[config.mk]
export PLATFORM = sky130hd
export DESIGN_NAME = pbwr_reg_port
export DESIGN_NICKNAME = d
export VERILOG_FILES = /design/src/rtl/pbwr_pkg.sv /design/src/rtl/pbwr_sync.sv /design/src/rtl/pbwr_strobe.sv /design/src/rtl/pbwr_assemble.sv /design/src/rtl/pbwr_reg_port.sv
export SDC_FILE = /design/constraint.sdc
export NUM_CORES = 1
export LEC_CHECK = 0
export ABC_CLOCK_PERIOD_IN_PS = 2890
export BUFFER_PORTS_ARGS = -buffer_cell sky130_fd_sc_hd__clkbuf_2
export CAP_MARGIN = 0
export CORE_ASPECT_RATIO = 0.6
export CORE_MARGIN = 2
export CORE_UTILIZATION = 50
export DETAILED_ROUTE_END_ITERATION = 7
export PLACE_DENSITY = 0.77
export SETUP_SLACK_MARGIN = 0.02
export SLEW_MARGIN = 40
export SYNTH_ARGS = -nofsm -noshare
export SYNTH_HDL_FRONTEND = slang
export SYNTH_SLANG_ARGS = --single-unit
[constraint.sdc]
create_clock -name clk -period 2.89 [get_ports clk]
set_input_delay 0.1445 -clock clk [delete_from_list [all_inputs] [get_ports clk]]
set_output_delay 0.1445 -clock clk [all_outputs]
set_load 0.03 [all_outputs]
[src/rtl/pbwr_pkg.sv]
package pbwr_pkg;
  typedef enum logic [1:0] {
    WK_NONE,
    WK_WORD,
    WK_LOW,
    WK_HIGH
  } wr_kind_e;
endpackage

[src/rtl/pbwr_sync.sv]
module pbwr_sync #(
  parameter int W = 8,
  parameter int STAGES = 2,
  parameter logic [W-1:0] RST_VAL = '0
) (
  input  logic         clk,
  input  logic         rst_n,
  input  logic [W-1:0] d,
  output logic [W-1:0] q
);
  logic [W-1:0] chain [STAGES];

  always_ff @(posedge clk or negedge rst_n) begin
    if (!rst_n) begin
      for (int i = 0; i < STAGES; i++) chain[i] <= RST_VAL;
    end else begin
      chain[0] <= d;
      for (int i = 1; i < STAGES; i++) chain[i] <= chain[i-1];
    end
  end

  assign q = chain[STAGES-1];
endmodule

[src/rtl/pbwr_strobe.sv]
module pbwr_strobe #(
  parameter int DW = 12
) (
  input  logic          clk,
  input  logic          rst_n,
  input  logic          cs_n_s,
  input  logic          wr_n_s,
  input  logic [DW-1:0] data_s,
  output logic          strobe_end_o,
  output logic [DW-1:0] data_held_o
);
  logic active;
  logic act_q;

  assign active = ~cs_n_s & ~wr_n_s;

  always_ff @(posedge clk or negedge rst_n) begin
    if (!rst_n) begin
      act_q       <= 1'b0;
      data_held_o <= '0;
    end else begin
      act_q <= active;
      if (active) data_held_o <= data_s;
    end
  end

  assign strobe_end_o = act_q & ~active;
endmodule

[src/rtl/pbwr_assemble.sv]
module pbwr_assemble
  import pbwr_pkg::*;
#(
  parameter int WORD_W = 12,
  parameter int LOW_W  = 8
) (
  input  logic              clk,
  input  logic              rst_n,
  input  logic              word_mode,
  input  logic              strobe_end,
  input  logic [WORD_W-1:0] data,
  output logic [WORD_W-1:0] ctrl_reg_o,
  output logic              reg_written_o,
  output logic              reserved_err_o,
  output logic              seq_err_o
);
  localparam int HIGH_W  = WORD_W - LOW_W;
  localparam int SEL_BIT = LOW_W;

  logic             mode_q;
  logic             mode_chg;
  logic             pend_q;
  logic             pend_eff;
  logic [LOW_W-1:0] stage_q;
  logic             rsv_bad;
  wr_kind_e         kind;

  assign mode_chg = word_mode ^ mode_q;
  assign pend_eff = pend_q & ~mode_chg;
  assign rsv_bad  = |data[LOW_W-1:HIGH_W];

  always_comb begin
    if (!strobe_end)        kind = WK_NONE;
    else if (word_mode)     kind = WK_WORD;
    else if (data[SEL_BIT]) kind = WK_HIGH;
    else                    kind = WK_LOW;
  end

  always_ff @(posedge clk or negedge rst_n) begin
    if (!rst_n) begin
      mode_q         <= 1'b1;
      pend_q         <= 1'b0;
      stage_q        <= '0;
      ctrl_reg_o     <= '0;
      reg_written_o  <= 1'b0;
      reserved_err_o <= 1'b0;
      seq_err_o      <= 1'b0;
    end else begin
      mode_q        <= word_mode;
      pend_q        <= pend_eff;
      reg_written_o <= 1'b0;
      unique case (kind)
        WK_WORD: begin
          ctrl_reg_o    <= data;
          reg_written_o <= 1'b1;
          pend_q        <= 1'b0;
        end
        WK_LOW: begin
          stage_q <= data[LOW_W-1:0];
          pend_q  <= 1'b1;
        end
        WK_HIGH: begin
          pend_q <= 1'b0;
          if (rsv_bad) begin
            reserved_err_o <= 1'b1;
          end else if (!pend_eff) begin
            seq_err_o <= 1'b1;
          end else begin
            ctrl_reg_o    <= {data[HIGH_W-1:0], stage_q};
            reg_written_o <= 1'b1;
          end
        end
        default: ;
      endcase
    end
  end
endmodule

[src/rtl/pbwr_reg_port.sv]
module pbwr_reg_port #(
  parameter int WORD_W      = 12,
  parameter int LOW_W       = 8,
  parameter int SYNC_STAGES = 2
) (
  input  logic              clk,
  input  logic              rst_n,
  input  logic              word_mode_i,
  input  logic              bus_cs_n_i,
  input  logic              bus_wr_n_i,
  input  logic [WORD_W-1:0] bus_data_i,
  output logic [WORD_W-1:0] ctrl_reg_o,
  output logic              reg_written_o,
  output logic              reserved_err_o,
  output logic              seq_err_o
);
  localparam int SYNC_W = WORD_W + 3;
  localparam logic [SYNC_W-1:0] SYNC_RST = {3'b111, {WORD_W{1'b0}}};

  logic [SYNC_W-1:0] sync_q;
  logic              mode_s;
  logic              cs_n_s;
  logic              wr_n_s;
  logic [WORD_W-1:0] data_s;
  logic              strobe_end;
  logic [WORD_W-1:0] data_held;

  pbwr_sync #(.W(SYNC_W), .STAGES(SYNC_STAGES), .RST_VAL(SYNC_RST)) u_sync (
    .clk  (clk),
    .rst_n(rst_n),
    .d    ({word_mode_i, bus_cs_n_i, bus_wr_n_i, bus_data_i}),
    .q    (sync_q)
  );

  assign {mode_s, cs_n_s, wr_n_s, data_s} = sync_q;

  pbwr_strobe #(.DW(WORD_W)) u_strobe (
    .clk         (clk),
    .rst_n       (rst_n),
    .cs_n_s      (cs_n_s),
    .wr_n_s      (wr_n_s),
    .data_s      (data_s),
    .strobe_end_o(strobe_end),
    .data_held_o (data_held)
  );

  pbwr_assemble #(.WORD_W(WORD_W), .LOW_W(LOW_W)) u_asm (
    .clk           (clk),
    .rst_n         (rst_n),
    .word_mode     (mode_s),
    .strobe_end    (strobe_end),
    .data          (data_held),
    .ctrl_reg_o    (ctrl_reg_o),
    .reg_written_o (reg_written_o),
    .reserved_err_o(reserved_err_o),
    .seq_err_o     (seq_err_o)
  );
endmodule

# --- After elaboration in Yosys (flattened, before gate mapping) ---
# Index checks and enable logic that the tools add are counted.
# W data, S select, Z words.
classes:
  eq_ne: 5
  mux: 10
  n_bitwise: 10
  reduce_logical: 6
op_table:
  columns: ["operator", "n"]
  rows:
  - ["$mux W12", 2]
  - ["$pmux W12 S2", 1]
  - ["$not A1 Y1", 6]
  - ["$reduce_and A3 Y1", 2]
  - ["$eq A2 B2 Y1 const B", 2]
  - ["$mux W2", 2]
  - ["$pmux W1 S2", 2]
  - ["$reduce_or A4 Y1", 1]
  - ["$and A1 B1 Y1", 3]
  - ["$mux W1", 3]
  - ["$eq A2 B1 Y1 const B", 1]
  - ["$ne A2 B1 Y1 const B", 1]
  - ["$ne A2 B2 Y1 const B", 1]
  - ["$reduce_and A2 Y1", 1]
  - ["$reduce_bool A2 Y1", 1]
  - ["$reduce_or A2 Y1", 1]
  - ["$xor A1 B1 Y1", 1]
totals:
  register_bits: 68
  in_bits: 17
  output_inout_bits: 15
  word_cells: 42

# --- Logic depth before layout (Yosys ltp) ---
# Gate-level depths: netlist of run 1.
logic_depth:
  ltp_word: 8
  ltp_mapped: 5
  depth_no_buf: 4

# --- Modules after synthesis ---
# Synthesis of run 1 repeated with hierarchy kept, for this count alone.
unflattened:
  cells_unflattened: 146
  hier_area_um2: 2549.9
by_module_without_submodules:
  columns: ["module", "n_inst", "cells_each", "area_each_um2", "seq_area_each_um2"]
  rows:
  - ["pbwr_assemble", 1, 73, 1151.1, 626.9]
  - ["pbwr_sync", 1, 45, 870.8, 758.2]
  - ["pbwr_strobe", 1, 28, 528.0, 325.3]

# --- Worst setup path after synthesis of run 1 ---
# OpenSTA, ideal clock, no wires.
synth_path:
  kind: "reg-to-reg"
  start: "reg u_sync.chain (netlist bit u_sync.q[12])"
  end: "reg u_asm.ctrl_reg_o[10]"
  setup_ps: 125
  t_arrival_ps: 1637
  required_time_ps: 2765
  setup_slack_ps: 1127
  stages_incl_launch_ff: 6
  n_path_buf: 1
  period_less_slack_ps: 1763
  path_cell_list: "dfstp_2 > o21ai_4 > nor3b_4 > buf_6 > mux2_4 > mux2_4"
synth_via:
  elab_chain_len: 8
  word_cells_on_any_way: 12
  cone_classes: "eq/ne: 4; mux: 2; bitwise: 4; reduce/logical: 2"
synth_rtl:
  columns: ["element", "line", "rtl"]
  rows:
  - ["from (decl)", "pbwr_sync.sv:11", "logic [W-1:0] chain [STAGES];"]
  - ["$not A1 Y1 (*)", "pbwr_strobe.sv:15", "assign active = ~cs_n_s & ~wr_n_s;"]
  - ["$and A1 B1 Y1 (*)", "pbwr_strobe.sv:15", null]
  - ["$not A1 Y1 (*)", "pbwr_strobe.sv:27", "assign strobe_end_o = act_q & ~active;"]
  - ["$and A1 B1 Y1 (*)", "pbwr_strobe.sv:27", null]
  - ["$mux W2 (*)", "pbwr_assemble.sv:33", "if (!strobe_end) kind = WK_NONE;"]
  - ["$eq A2 B2 Y1 / $eq A2 B1 Y1 (equally long branches)", "pbwr_assemble.sv:52", "unique case (kind)"]
  - ["$ne A2 B1 Y1 (no source line) (tied with other cells)", null, null]
  - ["$reduce_and A3 Y1 (no source line)", null, null]
  - ["to (signal assigned)", "pbwr_assemble.sv:54", "ctrl_reg_o <= data;"]
  - ["to (signal assigned)", "pbwr_assemble.sv:69", "ctrl_reg_o <= {data[HIGH_W-1:0], stage_q};"]
  - ["to (decl)", "pbwr_assemble.sv:12", "output logic [WORD_W-1:0] ctrl_reg_o,"]
# Every way passes the cells marked *; elsewhere a longest branch is shown, timed or not.
# A chain may end at the register's enable or synchronous reset.

# --- Worst setup path after layout of run 1 ---
layout_path:
  start: "reg u_sync.chain (netlist bit u_sync.q[12])"
  end: "reg u_asm.ctrl_reg_o[1]"
# The elaborated chain is that of the path after synthesis.

==> results of run 1 <==
==> Yosys cell counts <==
| library cell | n | area share |
|---|---|---|
| buf_6 | 2 | 0.0093 |
| buf_2 | 1 | 0.0021 |
| o31a_2 | 1 | 0.0041 |
| dfstp_2 | 7 | 0.076 |
| inv_1 | 1 | 0.0015 |
| nor3_2 | 1 | 0.0041 |
| nor2b_1 | 2 | 0.0051 |
| nor2_1 | 2 | 0.0031 |
| nor2_4 | 1 | 0.0046 |
| o21ai_4 | 1 | 0.0067 |
| o21ai_0 | 1 | 0.0021 |
| nand4_1 | 1 | 0.0026 |
| nor3b_4 | 1 | 0.0077 |
| a21oi_1 | 1 | 0.0021 |
| mux2_4 | 16 | 0.099 |
| mux2_2 | 27 | 0.12 |
| o21bai_1 | 1 | 0.0031 |
| dfrtp_1 | 61 | 0.63 |
| nor4_4 | 1 | 0.0087 |
| a21o_2 | 1 | 0.0036 |
| a31oi_1 | 1 | 0.0026 |
==> power breakdown <==
part | leakage, nW | switching, mW | internal (mW)
combinational | 0.475 | 0.226 | 0.224
clock | 0.105 | 0.341 | 0.507
sequential | 0.798 | 0.0956 | 1.11
total | 1.38 | 0.663 | 1.84
==> cells by family (layout without fill, tap and decap cells) <==
| family | after synthesis | after routing | synth area share |
|---|---|---|---|
| AOI/OAI and AO/OA | 7 | 7 | 0.0242 |
| buffers and inverters | 4 | 68 | 0.0129 |
| muxes | 43 | 43 | 0.224 |
| DFF | 68 | 68 | 0.703 |
| and+or+nand+nor | 9 | 9 | 0.0360 |
==> worst max path at each step <==
stage,startpoint,to,cells past startpoint
after floorplan,u_sync.q[12],u_asm.ctrl_reg_o[10],5
after global placement,u_sync.q[12],u_asm.ctrl_reg_o[11],4
after detailed placement,u_sync.q[12],u_asm.ctrl_reg_o[1],4
after CTS,u_sync.q[12],u_asm.ctrl_reg_o[1],4
after global routing,u_sync.q[12],u_asm.ctrl_reg_o[1],5
final,u_sync.q[12],u_asm.ctrl_reg_o[1],5
==> flip-flops by register name, summed over array words and instances (netlist names) <==
name / count
u_asm.pend_q: 1
u_asm.ctrl_reg_o: 12
u_asm.reg_written_o: 1
u_sync.chain: 15
u_asm.mode_q: 1
u_asm.stage_q: 8
u_asm.reserved_err_o: 1
u_asm.seq_err_o: 1
u_strobe.act_q: 1
u_strobe.data_held_o: 12
u_sync.q: 15
==> cell type report <==
type / instances / area [sq um] / area share
inverters: 1 / 3.75 / 0.00123
clock inverters: 6 / 87.6 / 0.0286
clock buffers: 10 / 138 / 0.0450
multi-input cells: 59 / 691 / 0.226
flip-flops and latches: 68 / 1710 / 0.559
well taps: 63 / 78.8 / 0.0258
repair buffers: 51 / 352 / 0.115
==> worst register-to-register path, stage by stage, from the launching register on <==
cell	delay (ns)
dfstp_2	0.56
o21ai_4	0.11
nor3b_4	0.40
buf_6	0.22
mux2_2	0.35
mux2_2	0.26
==> stage by stage <==
| stage | worst slack [ns] | hold WS [ns] | util | total power [mW] |
|---|---|---|---|---|
| floorplan | 1.13 | -0.151 | - | 1.52 |
| global placement | 0.771 | 0.232 | 0.574 | 1.64 |
| detailed placement | 0.718 | 0.190 | 0.575 | 1.66 |
| CTS | 0.696 | 0.351 | 0.658 | 2.54 |
| global route | 0.801 | 0.355 | 0.660 | 2.62 |
| finish | 0.893 | 0.349 | 0.660 | 2.50 |
==> per-layer routing <==
metal	routed length [um]	GRT usage	vias up
li1	-	-	578
met1	1710	0.212	625
met2	1770	0.238	29
met3	162	0.0793	6
met4	35	0.0766	0
met5	0	0	-
==> metrics, run 1 <==
status finished, final reports clean; clock sink total 68; Max VDD drop 0.368 mV; # DRC 0; layout cell share with drive strength beyond 1 0.554; R2R depth 5; IO Port Bufs 31; startpoint types register; # IOs 32; Final ANT Viol Nets 0; post-cts resize count 0; Final period util 0.691; Hold WC Path Type reg2reg; cts hold-fix bufs 16; total track usage 0.164; synth unique cells 21; Clock Latency Late Sink 0.34 ns; number of diodes 0; cell area after layout 3060 sq um; largest net degree at the start of global routing 51; Placer Congestion 0.696; via count 1238; hold depth 0; Hold Startpoint u_sync.chain[20]; register area share after synthesis 0.703; H-tree levels 3; Rows 19; Avg Synthesized Cell Area 18.6 sq um; wire per inst 14.3 um; Setup TNS Final 0 ns; Setup violations, final 0; Crit path buffers/inverters 1; Initial Util 0.525; clock period minus worst slack 2.00 ns; first-pass GRT wire length 6.31 mm; FF-to-FF End u_asm.ctrl_reg_o[1]; most used cell, CP mux2_2; cts bufs inserted 9; WS Path Type reg2reg; placed instance area 2660 sq um; Max Clk Rate 501 MHz; critical path's slowest cell dfstp_2; crit path max fanout 8; vias in the first global route 1309; Reg2Reg Setup Slack 0.89 ns; clock skew 0.00909 ns; clock tree buffer depth 2; CTS tree built; Layout Cells excl Fill 258; initial antenna violation count 0; die area 5460 sq um; wirelength, routed 3.69 mm; leakage power 1.38 nW; placed cells 225; Crit path max-delay family multiplexers; most frequent cells in the layout dfrtp_1 (61), clkbuf_2 (30), mux2_2 (27); RSZ-0062 raised after global routing no; Clock Pin Slew Worst Setup and Hold Paths 0.07 ns; Reg-to-Reg Start u_sync.q[12]; drt first pass iters 3; WP data required 3.11 ns; Max Cap Viol 0; commonest non-fill, non-tap cell in the layout dfrtp_1; post-CTS setup buffer count 0; worst path cell trace o21ai_4, nor3b_4, buf_6, mux2_2, mux2_2; relative slew slack 0.567; Detailed Place HPWL 2.42 mm; Worst-Margin Slew 0.647 ns; Slew Viols, Final 0; Final nets 207; Critical Path AT 2.22 ns; Overflow after GRT 0; Via density 4.80; Worst path max stage delay 0.56 ns; synthesized instance count 131; register bit total from synthesis 68; core area 4640 sq um; PwrDens 818 nW/um^2; Syn Nets 148; Layout area overhead 25.8%; Worst Hold Path EP u_sync.q[5]; Initial DRC Count 51; Filler cells 325; YS warnings 0; CTS root buf clkbuf_8; Die Wd 94.0 um; die height 58.0 um; crit end category register; Post-Syn Area 2430 sq um; final hold violation count 0
Note: power is estimated with default switching activity, not from simulation.
==> run 2: changes to the inputs <==
--- a/config.mk
+++ b/config.mk
@@ -5,7 +5,7 @@
 export SDC_FILE = /design/constraint.sdc
 export NUM_CORES = 1
 export LEC_CHECK = 0
-export ABC_CLOCK_PERIOD_IN_PS = 2890
+export ABC_CLOCK_PERIOD_IN_PS = 2100
 export BUFFER_PORTS_ARGS = -buffer_cell sky130_fd_sc_hd__clkbuf_2
 export CAP_MARGIN = 0
 export CORE_ASPECT_RATIO = 0.6
==> constraint.sdc (replaced) <==
create_clock -name clk -period 2.1 [get_ports clk]
set_input_delay 0.105 -clock clk [delete_from_list [all_inputs] [get_ports clk]]
set_output_delay 0.105 -clock clk [all_outputs]
set_load 0.03 [all_outputs]
==> run 2 against run 1 <==
Setup slack got worse by 0.65 ns. Core utilization up 0.89 points. Die area is the same. Clock-buffer cell count decreased by 1. Combinational power is 38% higher. Total power is 46% higher. Largest power group unchanged. Highest routed layer unchanged.
==> metrics, run 2 (synthesis gave the netlist of run 1 again) <==
status finished, final reports clean; Clock power frac 0.377; Die Wd 94.0 um; wirelength, routed 3.85 mm; Crit path buffers/inverters 0; number of diodes 0; crit path max fanout 13; crit end category register; final hold violation count 0; post-cts resize count 0; CTS tree built; Final nets 208; Rows 19; cell area after layout 3100 sq um; Clock Pin Slew Worst Setup and Hold Paths 0.07 ns; Worst path max stage delay 0.43 ns; switching part of the total 0.252; IO Port Bufs 31; Initial DRC Count 42; drt first pass iters 3; Comb pwr share 0.170; Multi-input gate area 693 sq um; CTS root buf clkbuf_8; RSZ-0062 raised after global routing no; first-pass GRT wire length 6.33 mm; minimum hold slack 0.334 ns; initial antenna violation count 0; leakage power 1.41 nW; Sequential Power Share 0.453; vias in the first global route 1327; Max VDD drop 0.519 mV; Final ANT Viol Nets 0; Slew Viols, Final 0; largest net degree at the start of global routing 36; post-CTS setup buffer count 0; Initial Util 0.525; total track usage 0.163; Crit path max-delay family simple AND/OR/NAND/NOR gates; Met1 Routed Length 1.72 mm; met3 wire length 192 um; worst path cell trace nor4_4, a31oi_1, nor2_4, mux2_2; die height 58.0 um; clock tree buffer depth 2; Clock Latency Late Sink 0.33 ns; wire per inst 14.8 um; WP data required 2.32 ns; Top Metal Used met4; Filler cells 328; Final period util 0.882; Sw Pwr 923 uW; clock sink total 68; commonest non-fill, non-tap cell in the layout dfrtp_1; Via density 4.69; Pwr Total 3.66 mW; Reg area 1710 sq um; cts bufs inserted 9; WS Path Type reg2reg; Placer Congestion 0.740; via count 1216; Detailed Place HPWL 2.45 mm; Critical Path AT 2.07 ns; # DRC 0; clock period minus worst slack 1.85 ns; H-tree levels 3; placed cells 227; core area 4640 sq um; most frequent cells in the layout dfrtp_1 (61), clkbuf_2 (30), mux2_2 (27); Max Cap Viol 0; Setup TNS Final 0 ns; Setup violations, final 0; startpoint types register; layout cell share with drive strength beyond 1 0.561; # IOs 32; cts hold-fix bufs 16; Layout Cells excl Fill 259; critical path's slowest cell dfrtp_1; die area 5460 sq um; WL met2 1.93 mm; Max Clk Rate 540 MHz; clock skew 0.00645 ns; cell internal pwr 2.74 mW; Worst-Margin Slew 0.744 ns; Overflow after GRT 0; Hold WC Path Type in2async; placed instance area 2680 sq um; relative slew slack 0.503; PwrDens 1180 nW/um^2; Layout area overhead 27.5%
-- run 2: power by group through the flow --
stage	clock (mW)	sequential, mW	combinational (mW)
finish	1.38	1.66	0.622
global route	1.47	1.69	0.665
CTS	1.41	1.66	0.632
detailed placement	0	1.69	0.605
global placement	0	1.67	0.587
floorplan	0	1.82	0.272
-- run 2: worst register-to-register path, delay by kind of cell, from the launching register on --
| family | cells | cell delay, ns |
|---|---|---|
| mux | 1 | 0.40 |
| flops | 1 | 0.43 |
| simple gates | 2 | 0.74 |
| compound gates | 1 | 0.17 |
-- run 2: layout make-up --
cell class | count | area share
clock buffers | 9 | 0.0399
clock inverters | 7 | 0.0448
inverters | 1 | 0.00121
multi-input cells | 59 | 0.223
flip-flops and latches | 68 | 0.551
well taps | 63 | 0.0254
repair buffers | 52 | 0.114
-- run 2: path summary, 6_finish.rpt --
| kind | startpoint | to | slack, ns | depth (start not counted) |
|---|---|---|---|---|
| worst min register to register | u_sync.chain[19] | u_sync.q[4] | 0.35 | 0 |
| worst max-delay path | u_strobe.data_held_o[7] | u_asm.ctrl_reg_o[1] | 0.25 | 4 |
| worst max register to register | u_strobe.data_held_o[7] | u_asm.ctrl_reg_o[1] | 0.25 | 4 |
| max in group asynchronous | rst_n | u_asm.mode_q | 1.43 | 3 |
| min in group clk | u_sync.chain[19] | u_sync.q[4] | 0.35 | 0 |
| worst min-delay path | rst_n | u_asm.stage_q[6] | 0.33 | 3 |
-- run 2: per-stage QoR --
| stage | util | worst slack [ns] |
|---|---|---|
| 3_5_place_dp | 0.578 | 0.223 |
| 5_1_grt | 0.669 | 0.167 |
| 6_report | 0.669 | 0.247 |
| 2_1_floorplan | - | 0.337 |
| 4_1_cts | 0.669 | 0.210 |
| 3_3_place_gp | 0.577 | 0.274 |
-- run 2: per-layer routing --
layer,GRT usage,vias up
met5,0,-
met4,0.0621,0
met3,0.0741,2
li1,-,574
met1,0.197,615
met2,0.262,25
==> run 3: changes to the inputs <==
--- a/config.mk
+++ b/config.mk
@@ -12,7 +12,7 @@
 export CORE_MARGIN = 2
 export CORE_UTILIZATION = 50
 export DETAILED_ROUTE_END_ITERATION = 7
-export PLACE_DENSITY = 0.77
+export PLACE_DENSITY = 0.83
 export SETUP_SLACK_MARGIN = 0.02
 export SLEW_MARGIN = 40
 export SYNTH_ARGS = -nofsm -noshare
==> run 3 against run 2 <==
Sequential power barely moved. Highest routed layer unchanged. Largest power group unchanged. Final area is 1.7% lower. Routed wire length decreased by 0.16%.
==> metrics, run 3 (synthesis gave the netlist of run 1 again) <==
vias in the first global route 1389; WS Path Type reg2reg; initial antenna violation count 0; Multi-input gate area 691 sq um; Max VDD drop 0.670 mV; Final Util 0.657; Reg area 1710 sq um; Critical Path AT 2.05 ns; wire per inst 14.8 um; Worst-Margin Slew 0.625 ns; wirelength, routed 3.84 mm; Comb pwr share 0.192; Overflow after GRT 0; leakage power 1.39 nW; Initial Util 0.525; die height 58.0 um; clock period minus worst slack 1.84 ns; Sequential Power Share 0.508; final hold violation count 0; number of diodes 0; CP startpoint u_strobe.data_held_o[7]; Hold WC Path Type in2async; clock sink total 68; # DRC 0; H-tree levels 3; first-pass GRT wire length 6.69 mm; Setup violations, final 0; Clock Latency Late Sink 0.33 ns; layout cell share with drive strength beyond 1 0.548; Pwr Total 3.28 mW; relative slew slack 0.584; Slew Viols, Final 0; Max Clk Rate 544 MHz; Final ANT Viol Nets 0; Via density 4.84; Final nets 209; Final period util 0.876; # IOs 32; crit end category register; Placer Congestion 0.733; total track usage 0.172; Filler cells 326; Reg-to-Reg Start u_strobe.data_held_o[7]; status finished, final reports clean; Layout area overhead 25.3%; WP data required 2.31 ns; cts bufs inserted 9; Rows 19; core area 4640 sq um; clock skew 0.00909 ns; switching part of the total 0.270; most frequent cells in the layout dfrtp_1 (61), clkbuf_2 (31), mux2_2 (27); die area 5460 sq um; Initial DRC Count 32; RSZ-0062 raised after global routing no; Detailed Place HPWL 2.66 mm; clock tree buffer depth 2; post-cts resize count 0; post-CTS setup buffer count 0; startpoint types register; Die Wd 94.0 um; Clock Pin Slew Worst Setup and Hold Paths 0.07 ns; Max Cap Viol 0; CTS root buf clkbuf_8; IO Port Bufs 31; commonest non-fill, non-tap cell in the layout dfrtp_1; Clock power frac 0.301; cell internal pwr 2.40 mW; drt first pass iters 4; Setup TNS Final 0 ns; largest net degree at the start of global routing 46; Sw Pwr 888 uW; PwrDens 1080 nW/um^2; CTS tree built; via count 1258; minimum hold slack 0.317 ns; crit path max fanout 13
## run 3: worst max-delay path: stages (launching register included)
cell	delay (ns)
dfrtp_1	0.43
nor4_4	0.33
a31oi_1	0.17
nor2_4	0.40
mux2_2	0.39
## run 3: power by group through the flow
stage	Sequential (mW)	Clock (mW)	Combinational (mW)
2_1_floorplan	1.82	0	0.272
5_1_grt	1.70	1.07	0.677
3_5_place_dp	1.69	0	0.617
6_report	1.67	0.987	0.629
4_1_cts	1.67	1.01	0.640
3_3_place_gp	1.68	0	0.592
## run 3: layer usage
metal  GRT usage  routed length, um  vias to the layer above
li1            -                  -                      577
met1       0.203               1720                      641
met2       0.285               1850                       35
met3      0.0819                231                        5
met4      0.0559                 37                        0
met5           0                  0                        -
## run 3: final timing paths
kind / to / slack (ns) / cells after the start
setup / recovery: u_asm.ctrl_reg_o[1] / 0.26 / 4
hold / removal: u_asm.ctrl_reg_o[6] / 0.32 / 2
setup reg to reg: u_asm.ctrl_reg_o[1] / 0.26 / 4
hold reg to reg: u_sync.q[10] / 0.34 / 0
max in group asynchronous: u_sync.chain[29] / 1.08 / 3
min in group clk: u_sync.q[10] / 0.34 / 0
## run 3: through the flow
step	cell area, sq um	std cells	worst slack [ns]
after floorplan	2430	131	0.337
after global placement	2700	228	0.320
after detailed placement	2700	228	0.227
after CTS	3050	260	0.227
after global routing	3050	260	0.133
final	3050	260	0.261
## run 3: area by class of cell
| type | instances | share of cell area |
|---|---|---|
| repair buffers | 53 | 0.122 |
| clock inverters | 1 | 0.00164 |
| clock buffers | 15 | 0.0612 |
| multi-input cells | 59 | 0.227 |
| flip-flops and latches | 68 | 0.561 |
| well taps | 63 | 0.0259 |
| inverters | 1 | 0.00123 |
## run 3: repair_timing
action	CTS	global route
hold buffers	16	0
hold endpoints to repair	38	0
endpoints found under the setup margin	0	0
